**config.mk**
```make
export PLATFORM = sky130hd
export DESIGN_NAME = clb5_logic_block
export DESIGN_NICKNAME = d
export VERILOG_FILES = /design/src/rtl/clb_pkg.sv /design/src/rtl/clb_cfg_chain.sv /design/src/rtl/clb_lut.sv /design/src/rtl/clb_out_stage.sv /design/src/rtl/clb5_logic_block.sv
export SDC_FILE = /design/constraint.sdc
export NUM_CORES = 1
export LEC_CHECK = 0
export ABC_AREA = 1
export ABC_CLOCK_PERIOD_IN_PS = 1600
export BUFFER_PORTS_ARGS = -buffer_cell sky130_fd_sc_hd__buf_4
export CAP_MARGIN = 20
export CELL_PAD_IN_SITES_DETAIL_PLACEMENT = 0
export CELL_PAD_IN_SITES_GLOBAL_PLACEMENT = 1
export CORE_ASPECT_RATIO = 2
export CORE_MARGIN = 5
export CORE_UTILIZATION = 43
export CTS_CLUSTER_SIZE = 12
export DETAILED_ROUTE_END_ITERATION = 12
export PLACE_DENSITY = 0.81
export RECOVER_POWER = 100
export SLEW_MARGIN = 20
export SYNTH_ARGS = -nofsm -noshare
export SYNTH_HDL_FRONTEND = slang
export SYNTH_SLANG_ARGS = --single-unit
export TNS_END_PERCENT = 5
```
**constraint.sdc**
```tcl
create_clock -name clk -period 1.6 [get_ports clk]
set_clock_uncertainty 0.15 [all_clocks]
set_input_delay 0.16 -clock clk [delete_from_list [all_inputs] [get_ports clk]]
set_output_delay 0.16 -clock clk [all_outputs]
set_load 0.02 [all_outputs]
```
**src/rtl/clb_pkg.sv**
```systemverilog
package clb_pkg;

   // Source of the fourth input to each table half in split mode
   typedef enum logic [1:0] {
      SEL_LOWER = 2'd0,   // lin[N-2]
      SEL_UPPER = 2'd1,   // lin[N-1]
      SEL_QX    = 2'd2,   // flip-flop X feedback
      SEL_QY    = 2'd3    // flip-flop Y feedback
   } clb_sel_e;

   // Control word stored above the truth table; the last member is the LSB
   typedef struct packed {
      logic       y_reg;
      logic       x_reg;
      logic       qy_g;
      logic       qx_g;
      logic [1:0] g_sel;
      logic [1:0] f_sel;
      logic       split;
   } clb_ctl_t;

   localparam int CTL_W = $bits(clb_ctl_t);

endpackage

```
**src/rtl/clb_cfg_chain.sv**
```systemverilog
module clb_cfg_chain #(
   parameter int W = 41
) (
   input  logic         clk,
   input  logic         rst_n,
   input  logic         load,
   input  logic         sin,
   output logic [W-1:0] cfg
);

   generate
      if (W < 2) begin : g_bad
         $error("clb_cfg_chain: W must be at least 2");
      end
   endgenerate

   always_ff @(posedge clk or negedge rst_n) begin
      if (!rst_n)
         cfg <= '0;
      else if (load)
         cfg <= {sin, cfg[W-1:1]};
   end

endmodule

```
**src/rtl/clb_lut.sv**
```systemverilog
module clb_lut
   import clb_pkg::*;
#(
   parameter int N         = 5,
   parameter bit HAS_SPLIT = 1'b1,
   localparam int L        = 1 << N,
   localparam int H        = N - 1
) (
   input  logic [L-1:0] table_bits,
   input  logic [N-1:0] lin,
   input  logic         split,
   input  logic [1:0]   f_sel,
   input  logic [1:0]   g_sel,
   input  logic         qx,
   input  logic         qy,
   output logic         f,
   output logic         g
);

   logic full_val;
   assign full_val = table_bits[lin];

   generate
      if (HAS_SPLIT) begin : g_split
         logic         f4, g4;
         logic [H-1:0] f_idx, g_idx;

         function automatic logic pick(input logic [1:0] s, input logic [N-1:0] v,
                                       input logic fx, input logic fy);
            case (clb_sel_e'(s))
               SEL_LOWER: pick = v[N-2];
               SEL_UPPER: pick = v[N-1];
               SEL_QX:    pick = fx;
               default:   pick = fy;
            endcase
         endfunction

         assign f4    = pick(f_sel, lin, qx, qy);
         assign g4    = pick(g_sel, lin, qx, qy);
         assign f_idx = {f4, lin[N-3:0]};
         assign g_idx = {g4, lin[N-3:0]};
         assign f     = split ? table_bits[{1'b0, f_idx}] : full_val;
         assign g     = split ? table_bits[{1'b1, g_idx}] : full_val;
      end else begin : g_full
         assign f = full_val;
         assign g = full_val;
      end
   endgenerate

endmodule

```
**src/rtl/clb_out_stage.sv**
```systemverilog
module clb_out_stage (
   input  logic clk,
   input  logic rst_n,
   input  logic load,
   input  logic f,
   input  logic g,
   input  logic qx_g,
   input  logic qy_g,
   input  logic x_reg,
   input  logic y_reg,
   output logic qx,
   output logic qy,
   output logic x,
   output logic y
);

   always_ff @(posedge clk or negedge rst_n) begin
      if (!rst_n) begin
         qx <= 1'b0;
         qy <= 1'b0;
      end else if (load) begin
         qx <= 1'b0;
         qy <= 1'b0;
      end else begin
         qx <= qx_g ? g : f;
         qy <= qy_g ? g : f;
      end
   end

   assign x = load ? 1'b0 : (x_reg ? qx : f);
   assign y = load ? 1'b0 : (y_reg ? qy : g);

endmodule

```
**src/rtl/clb5_logic_block.sv**
```systemverilog
module clb5_logic_block
   import clb_pkg::*;
#(
   parameter int LUT_INPUTS = 5,
   parameter bit HAS_SPLIT  = 1'b1
) (
   input  logic                  clk,
   input  logic                  rst_n,
   input  logic                  cfg_load,
   input  logic                  cfg_sin,
   input  logic [LUT_INPUTS-1:0] lin,
   output logic                  x_out,
   output logic                  y_out
);

   localparam int LUT_BITS = 1 << LUT_INPUTS;
   localparam int CFG_W    = LUT_BITS + CTL_W;

   generate
      if (LUT_INPUTS < 3 || LUT_INPUTS > 6) begin : g_bad
         $error("clb5_logic_block: LUT_INPUTS must lie in 3..6");
      end
   endgenerate

   logic [CFG_W-1:0] cfg_q;
   clb_ctl_t         ctl;
   logic             f_val, g_val, qx, qy;

   assign ctl = cfg_q[CFG_W-1:LUT_BITS];

   clb_cfg_chain #(.W(CFG_W)) u_chain (
      .clk  (clk),
      .rst_n(rst_n),
      .load (cfg_load),
      .sin  (cfg_sin),
      .cfg  (cfg_q)
   );

   clb_lut #(.N(LUT_INPUTS), .HAS_SPLIT(HAS_SPLIT)) u_lut (
      .table_bits(cfg_q[LUT_BITS-1:0]),
      .lin       (lin),
      .split     (ctl.split),
      .f_sel     (ctl.f_sel),
      .g_sel     (ctl.g_sel),
      .qx        (qx),
      .qy        (qy),
      .f         (f_val),
      .g         (g_val)
   );

   clb_out_stage u_out (
      .clk  (clk),
      .rst_n(rst_n),
      .load (cfg_load),
      .f    (f_val),
      .g    (g_val),
      .qx_g (ctl.qx_g),
      .qy_g (ctl.qy_g),
      .x_reg(ctl.x_reg),
      .y_reg(ctl.y_reg),
      .qx   (qx),
      .qy   (qy),
      .x    (x_out),
      .y    (y_out)
   );

endmodule

```
**After elaboration in Yosys (flattened, before gate mapping)**

Cells that the tools add are included.

- Order comparisons: 3
- Eq/ne operators: 4
- Multiplexer cells: 18
- Reductions and logical operators: 2

Operator list:

| operator | count |
|---|---|
| two-way mux 1 bit | 13 |
| less-than comparator 5 x 6 -> 1 bit, second input constant | 2 |
| binary-select mux 1 bit (select 4 bit) | 2 |
| less-than comparator 4 x 6 -> 1 bit, second input constant | 1 |
| case mux 1 bit (3 select lines) | 2 |
| binary-select mux 1 bit (select 5 bit) | 1 |
| == test 2 x 1 -> 1 bit, second input constant | 2 |
| == test 2 bit, second input constant | 2 |
| zero test 2 bit | 2 |

- Flip-flop bits (word level): 43
- Output and inout port bits: 2
- Word-level logic and storage cells: 30

**Longest topological paths before layout**

- Depth in word-level cells: 7
- Depth in mapped cells: 13

**Cells and area by module**

Synthesis repeated with hierarchy kept, for this count alone.

- Cells, all modules: 321
- Area total of the unflattened synthesis: 2258.4 um^2

By module, submodules not included:

| module | times used | cells each | area an instance (um^2) |
|---|---|---|---|
| clb_cfg_chain | 1 | 174 | 1590.3 |
| clb_lut | 1 | 125 | 538.0 |
| clb_out_stage | 1 | 22 | 130.1 |

**Worst setup path before layout**

Ideal clock, no wire load.

- Path type: input to output
- Start: in lin[0]
- End: out y_out
- Arrival: 1.153 ns
- Data required time: 1.290 ns
- Path slack: 0.137 ns
- Stages on the path: 13
- Path buffers: 2
- Cell sequence: buf_6 > inv_8 > buf_8 > nand2_1 > nand3_1 > nand3_2 > nand3_1 > nand2_1 > nand2_1 > nand2_2 > nand2_4 > nand3_1 > nand2_1

- Cells in the longest elaborated chain, start to end: 5

RTL lines:

| item | line | RTL |
|---|---|---|
| start: declaration | clb5_logic_block.sv:11 | `input logic [LUT_INPUTS-1:0] lin,` |
| binary-select mux 1 bit (select 5 bit) / binary-select mux 1 bit (select 4 bit) (equally long branches) | clb_lut.sv:21, clb_lut.sv:43 |  |
| two-way mux 1 bit (on tied branches) | clb_lut.sv:21, clb_lut.sv:43 |  |
| two-way mux 1 bit (*) | clb_lut.sv:43 | `assign g = split ? table_bits[{1'b1, g_idx}] : full_val;` |
| two-way mux 1 bit (*) (2 in a row) | clb_out_stage.sv:31 | `assign y = load ? 1'b0 : (y_reg ? qy : g);` |
| end: declaration | clb5_logic_block.sv:13 | `output logic y_out` |

Every way passes the cells marked *; elsewhere a longest branch is shown, timed or not. The select of a mux whose other input is x is not followed.

**Final worst setup path**

- Start: reg u_chain.cfg[33]
- End: out x_out

- Cells in the longest elaborated chain, start to end: 7

RTL lines:

| item | line | RTL |
|---|---|---|
| start: declaration | clb_cfg_chain.sv:8 | `output logic [W-1:0] cfg` |
| start signal: assignment | clb_cfg_chain.sv:21 | `cfg <= {sin, cfg[W-1:1]};` |
| == test 2 bit (tied with other cells) | clb_lut.sv:30 | `case (clb_sel_e'(s))` |
| case mux 1 bit (3 select lines) (*) | clb_lut.sv:30 |  |
| binary-select mux 1 bit (select 4 bit) (*) | clb_lut.sv:42 | `assign f = split ? table_bits[{1'b0, f_idx}] : full_val;` |
| two-way mux 1 bit (not written as such) (*) | clb_lut.sv:42 |  |
| two-way mux 1 bit (*) | clb_lut.sv:42 |  |
| two-way mux 1 bit (*) (2 in a row) | clb_out_stage.sv:30 | `assign x = load ? 1'b0 : (x_reg ? qx : f);` |
| end: declaration | clb5_logic_block.sv:12 | `output logic x_out,` |

Marks and branches as above.

==> parameters.txt <==
Parameter                              Value

Outcome
  Status    finished, violations left
  Violated checks    negative setup slack

GRT
  Maximum number of pins on one net before global-route repair    44
  Wire length of the first global-routing pass    8420 um
  Antenna violations before repair    0
  Vias in the first global route    1820
  Overflow left after global routing    0
  Overall Global Routing Usage    0.172

Cells and area
  Fraction of layout instances using a drive strength above 1    0.179
  Post-layout nets    320
  Final standard cell count with taps included and fillers excluded    approximately 370
  Ant diodes    0
  Area growth from synthesis to layout    18.6%
  Final Cell Area    0.00249 mm2

Setup path
  Kind of critical path    flop to output pin
  Worst-path maximum fanout    5
  Required time of the critical path    1.29 ns
  Data arrival time of the worst path    1.59 ns
  Crit end category    output pin
  Crit start category    flop

Synth
  Top FF cell, synth    sky130_fd_sc_hd__dfrtp_1
  Yosys cell types    19
  Largest cells by area after synthesis    sky130_fd_sc_hd__dfrtp_1 51%, sky130_fd_sc_hd__nand2_1 25%, sky130_fd_sc_hd__nand3_1 8.6%
  Instance count of the mapped netlist    ~280
  Net count of the mapped netlist    290
  Number of synthesized flops with an enable pin    0
  Fraction of registers with async set/reset    1.00
  Commonest cells post-synth    142 x sky130_fd_sc_hd__nand2_1, 43 x sky130_fd_sc_hd__dfrtp_1, 36 x sky130_fd_sc_hd__nand3_1
  Syn Std Cell Area    0.00210 mm2
  Most common cell in the synthesized netlist    sky130_fd_sc_hd__nand2_1
  Area leader, netlist    sky130_fd_sc_hd__dfrtp_1
  Number of warnings reported in the yosys synthesis log    0
  Area share of the largest cell type after synthesis    0.512
  Mean instance size in the synthesized netlist    7.48 um2
  #FFs+latches synth    43
  Share of synthesized area occupied by flip-flops and latches    0.512

Die
  Die Width    59.5 um
  Area of the die    roughly 0.0065 mm2
  # rows    36
  Number of ports placed on the die boundary    11
  Height of the chip    109 um
  Area of the placeable core    0.00482 mm2
  Starting density of the core    0.436

Pwr
  Max rail drop VDD    between 600 and 700 uV
  Power density relative to cell area    1080 mW/mm2
  Total chip power    between 2000 and 3000 uW
  Static power due to leakage    0.00133 uW

Drt
  ANT nets after route    0
  Number of detailed-route iterations in the first pass    4
  Routed len/inst    between 10 and 15 um
  Vias after detailed routing    1838
  Drt total wl    around 5000 um
  Number of design rule violations left after detail routing    0
  Iteration-0 DRC Markers    36
  Routed via count divided by cell count    4.98

Placed design
  Weighted congestion reported at the end of routability-driven placement    just over 0.8
  Setup slack after placement    -0.134 ns
  Estimated wirelength of the detail-placed design    around 3500 um
  Number of instances in the placed design    349
  Port Buffers    10
  Post-detailed-placement cell area    0.00229 mm2

Timing
  Share of the clock period used by the worst path after layout    1.18
  Number of endpoints with negative hold slack in the final report    0
  Unrepaired setup endpoints after global routing    true
  Crit path time final    1.90 ns
  Crit path setup slack, layout    -0.295 ns
  Rel. slew slack    0.634
  Setup violation total in the final timing report    4
  Number of max-slew violations in the final report    0
  Fmax achieved    0.528 GHz
  Worst-margin pin slew    0.549 ns

Run
  Max_cap viols    0

Clocking
  Number of buffers on the longest clock path    2
  Clock Latency Late Sink    0.29 ns
  Clk sinks    43
  Maximum level of the CTS H-tree    2
  Inserted Clock Buffers    5
  Clock transition at the registers of the reported paths    about 0.080 ns
  Root buf cell    sky130_fd_sc_hd__clkbuf_8
  CTS tree    done

Min path
  Hold Path Class    input port to flop
==> power breakdown <==
part,internal [uW],total [uW],switching (uW)
Sequential,1260,1400,150
Clock,307,665,358
Combinational,287,617,330
==> what timing repair did <==
action / CTS / global route
setup buffers: 3 / 7
hold buffers: 2 / 0
endpoints found under the hold margin: 44 / 0
pin swaps: 6 / 8
endpoints found under the setup margin: 4 / 4
gates resized for setup: 7 / 5
cloned: 0 / 0
==> worst max-delay path: stages (launching register included) <==
cell and delay (ns):
sky130_fd_sc_hd__dfrtp_2 0.45, sky130_fd_sc_hd__buf_6 0.13, sky130_fd_sc_hd__o21ai_2 0.14, sky130_fd_sc_hd__o21ai_2 0.08
sky130_fd_sc_hd__nand3_1 0.07, sky130_fd_sc_hd__o21ai_1 0.06, sky130_fd_sc_hd__nand2_1 0.09, sky130_fd_sc_hd__nand3_1 0.07
sky130_fd_sc_hd__nand2_1 0.09, sky130_fd_sc_hd__buf_6 0.12
==> flip-flops by register name, summed over array words and instances (netlist names) <==
signal and cells:
u_chain.cfg 41, u_out.qy 1, u_out.qx 1
==> metal layers <==
metal,vias up,part of all wire,GRT usage
met2,22,0.56,0.311
met3,11,0.025,0.0273
li1,937,-,-
met5,-,0,0
met1,868,0.39,0.189
met4,0,0.028,0.0746
==> cell families after synthesis <==
| logic type | synth area share |
|---|---|
| and+or+nand+nor | 0.383 |
| DFF | 0.512 |
| buffers and inverters | 0.0642 |
| AOI/OAI and AO/OA | 0.0416 |
==> placed cells by master (no fill, tap or decap) <==
master / Yosys / layout
sky130_fd_sc_hd__clkinv_2: 0 / 1
sky130_fd_sc_hd__a21oi_2: 0 / 1
sky130_fd_sc_hd__inv_1: 9 / 9
sky130_fd_sc_hd__buf_6: 2 / 2
sky130_fd_sc_hd__inv_8: 1 / 1
sky130_fd_sc_hd__dfrtp_2: 0 / 1
sky130_fd_sc_hd__o21ai_1: 9 / 11
sky130_fd_sc_hd__nand2_2: 3 / 3
sky130_fd_sc_hd__nand2_4: 1 / 1
sky130_fd_sc_hd__buf_4: 1 / 31
sky130_fd_sc_hd__nand2_1: 142 / 142
sky130_fd_sc_hd__inv_2: 3 / 3
sky130_fd_sc_hd__clkbuf_1: 8 / 2
sky130_fd_sc_hd__clkbuf_8: 0 / 5
sky130_fd_sc_hd__nand3_1: 36 / 34
sky130_fd_sc_hd__o211ai_1: 1 / 1
sky130_fd_sc_hd__buf_12: 0 / 1
sky130_fd_sc_hd__a21oi_1: 2 / 1
sky130_fd_sc_hd__o21ai_0: 5 / 1
sky130_fd_sc_hd__nand3_2: 2 / 4
sky130_fd_sc_hd__dlygate4sd3_1: 0 / 2
sky130_fd_sc_hd__dfrtp_1: 43 / 42
sky130_fd_sc_hd__nor2_1: 11 / 11
sky130_fd_sc_hd__o21ai_2: 0 / 2
==> final timing paths <==
kind	endpoint	slack, ns	cells after the start	from
max reg2reg	u_out.qy	-0.18	10	u_chain.cfg[33]
min in group asynchronous	u_chain.cfg[4]	0.24	2	rst_n
max in group asynchronous	u_chain.cfg[33]	0.66	2	rst_n
min reg2reg	u_chain.cfg[0]	0.34	2	u_chain.cfg[0]
min	u_chain.cfg[29]	0.09	3	cfg_load
max	x_out	-0.30	9	u_chain.cfg[33]
==> final cells by class <==
cell class              count  area, um2
inverters                  13       56.3
flip-flops and latches     43       1080
well taps                  57       71.3
clock buffers               7       76.3
clock inverters             1       5.00
repair buffers             36        295
fillers                   485       2320
multi-input cells         212        913
==> through the flow <==
| stage | util | hold WS [ns] | TNS, ns |
|---|---|---|---|
| after detailed placement | 0.475 | 0.0387 | -0.293 |
| after global placement | 0.475 | 0.0358 | -0.216 |
| after CTS | 0.503 | 0.0783 | -0.729 |
| after global routing | 0.518 | 0.101 | -1.45 |
| after floorplan | - | -0.286 | 0 |
| final | 0.518 | 0.0869 | -0.917 |
Note: power is estimated with default switching activity, not from simulation.
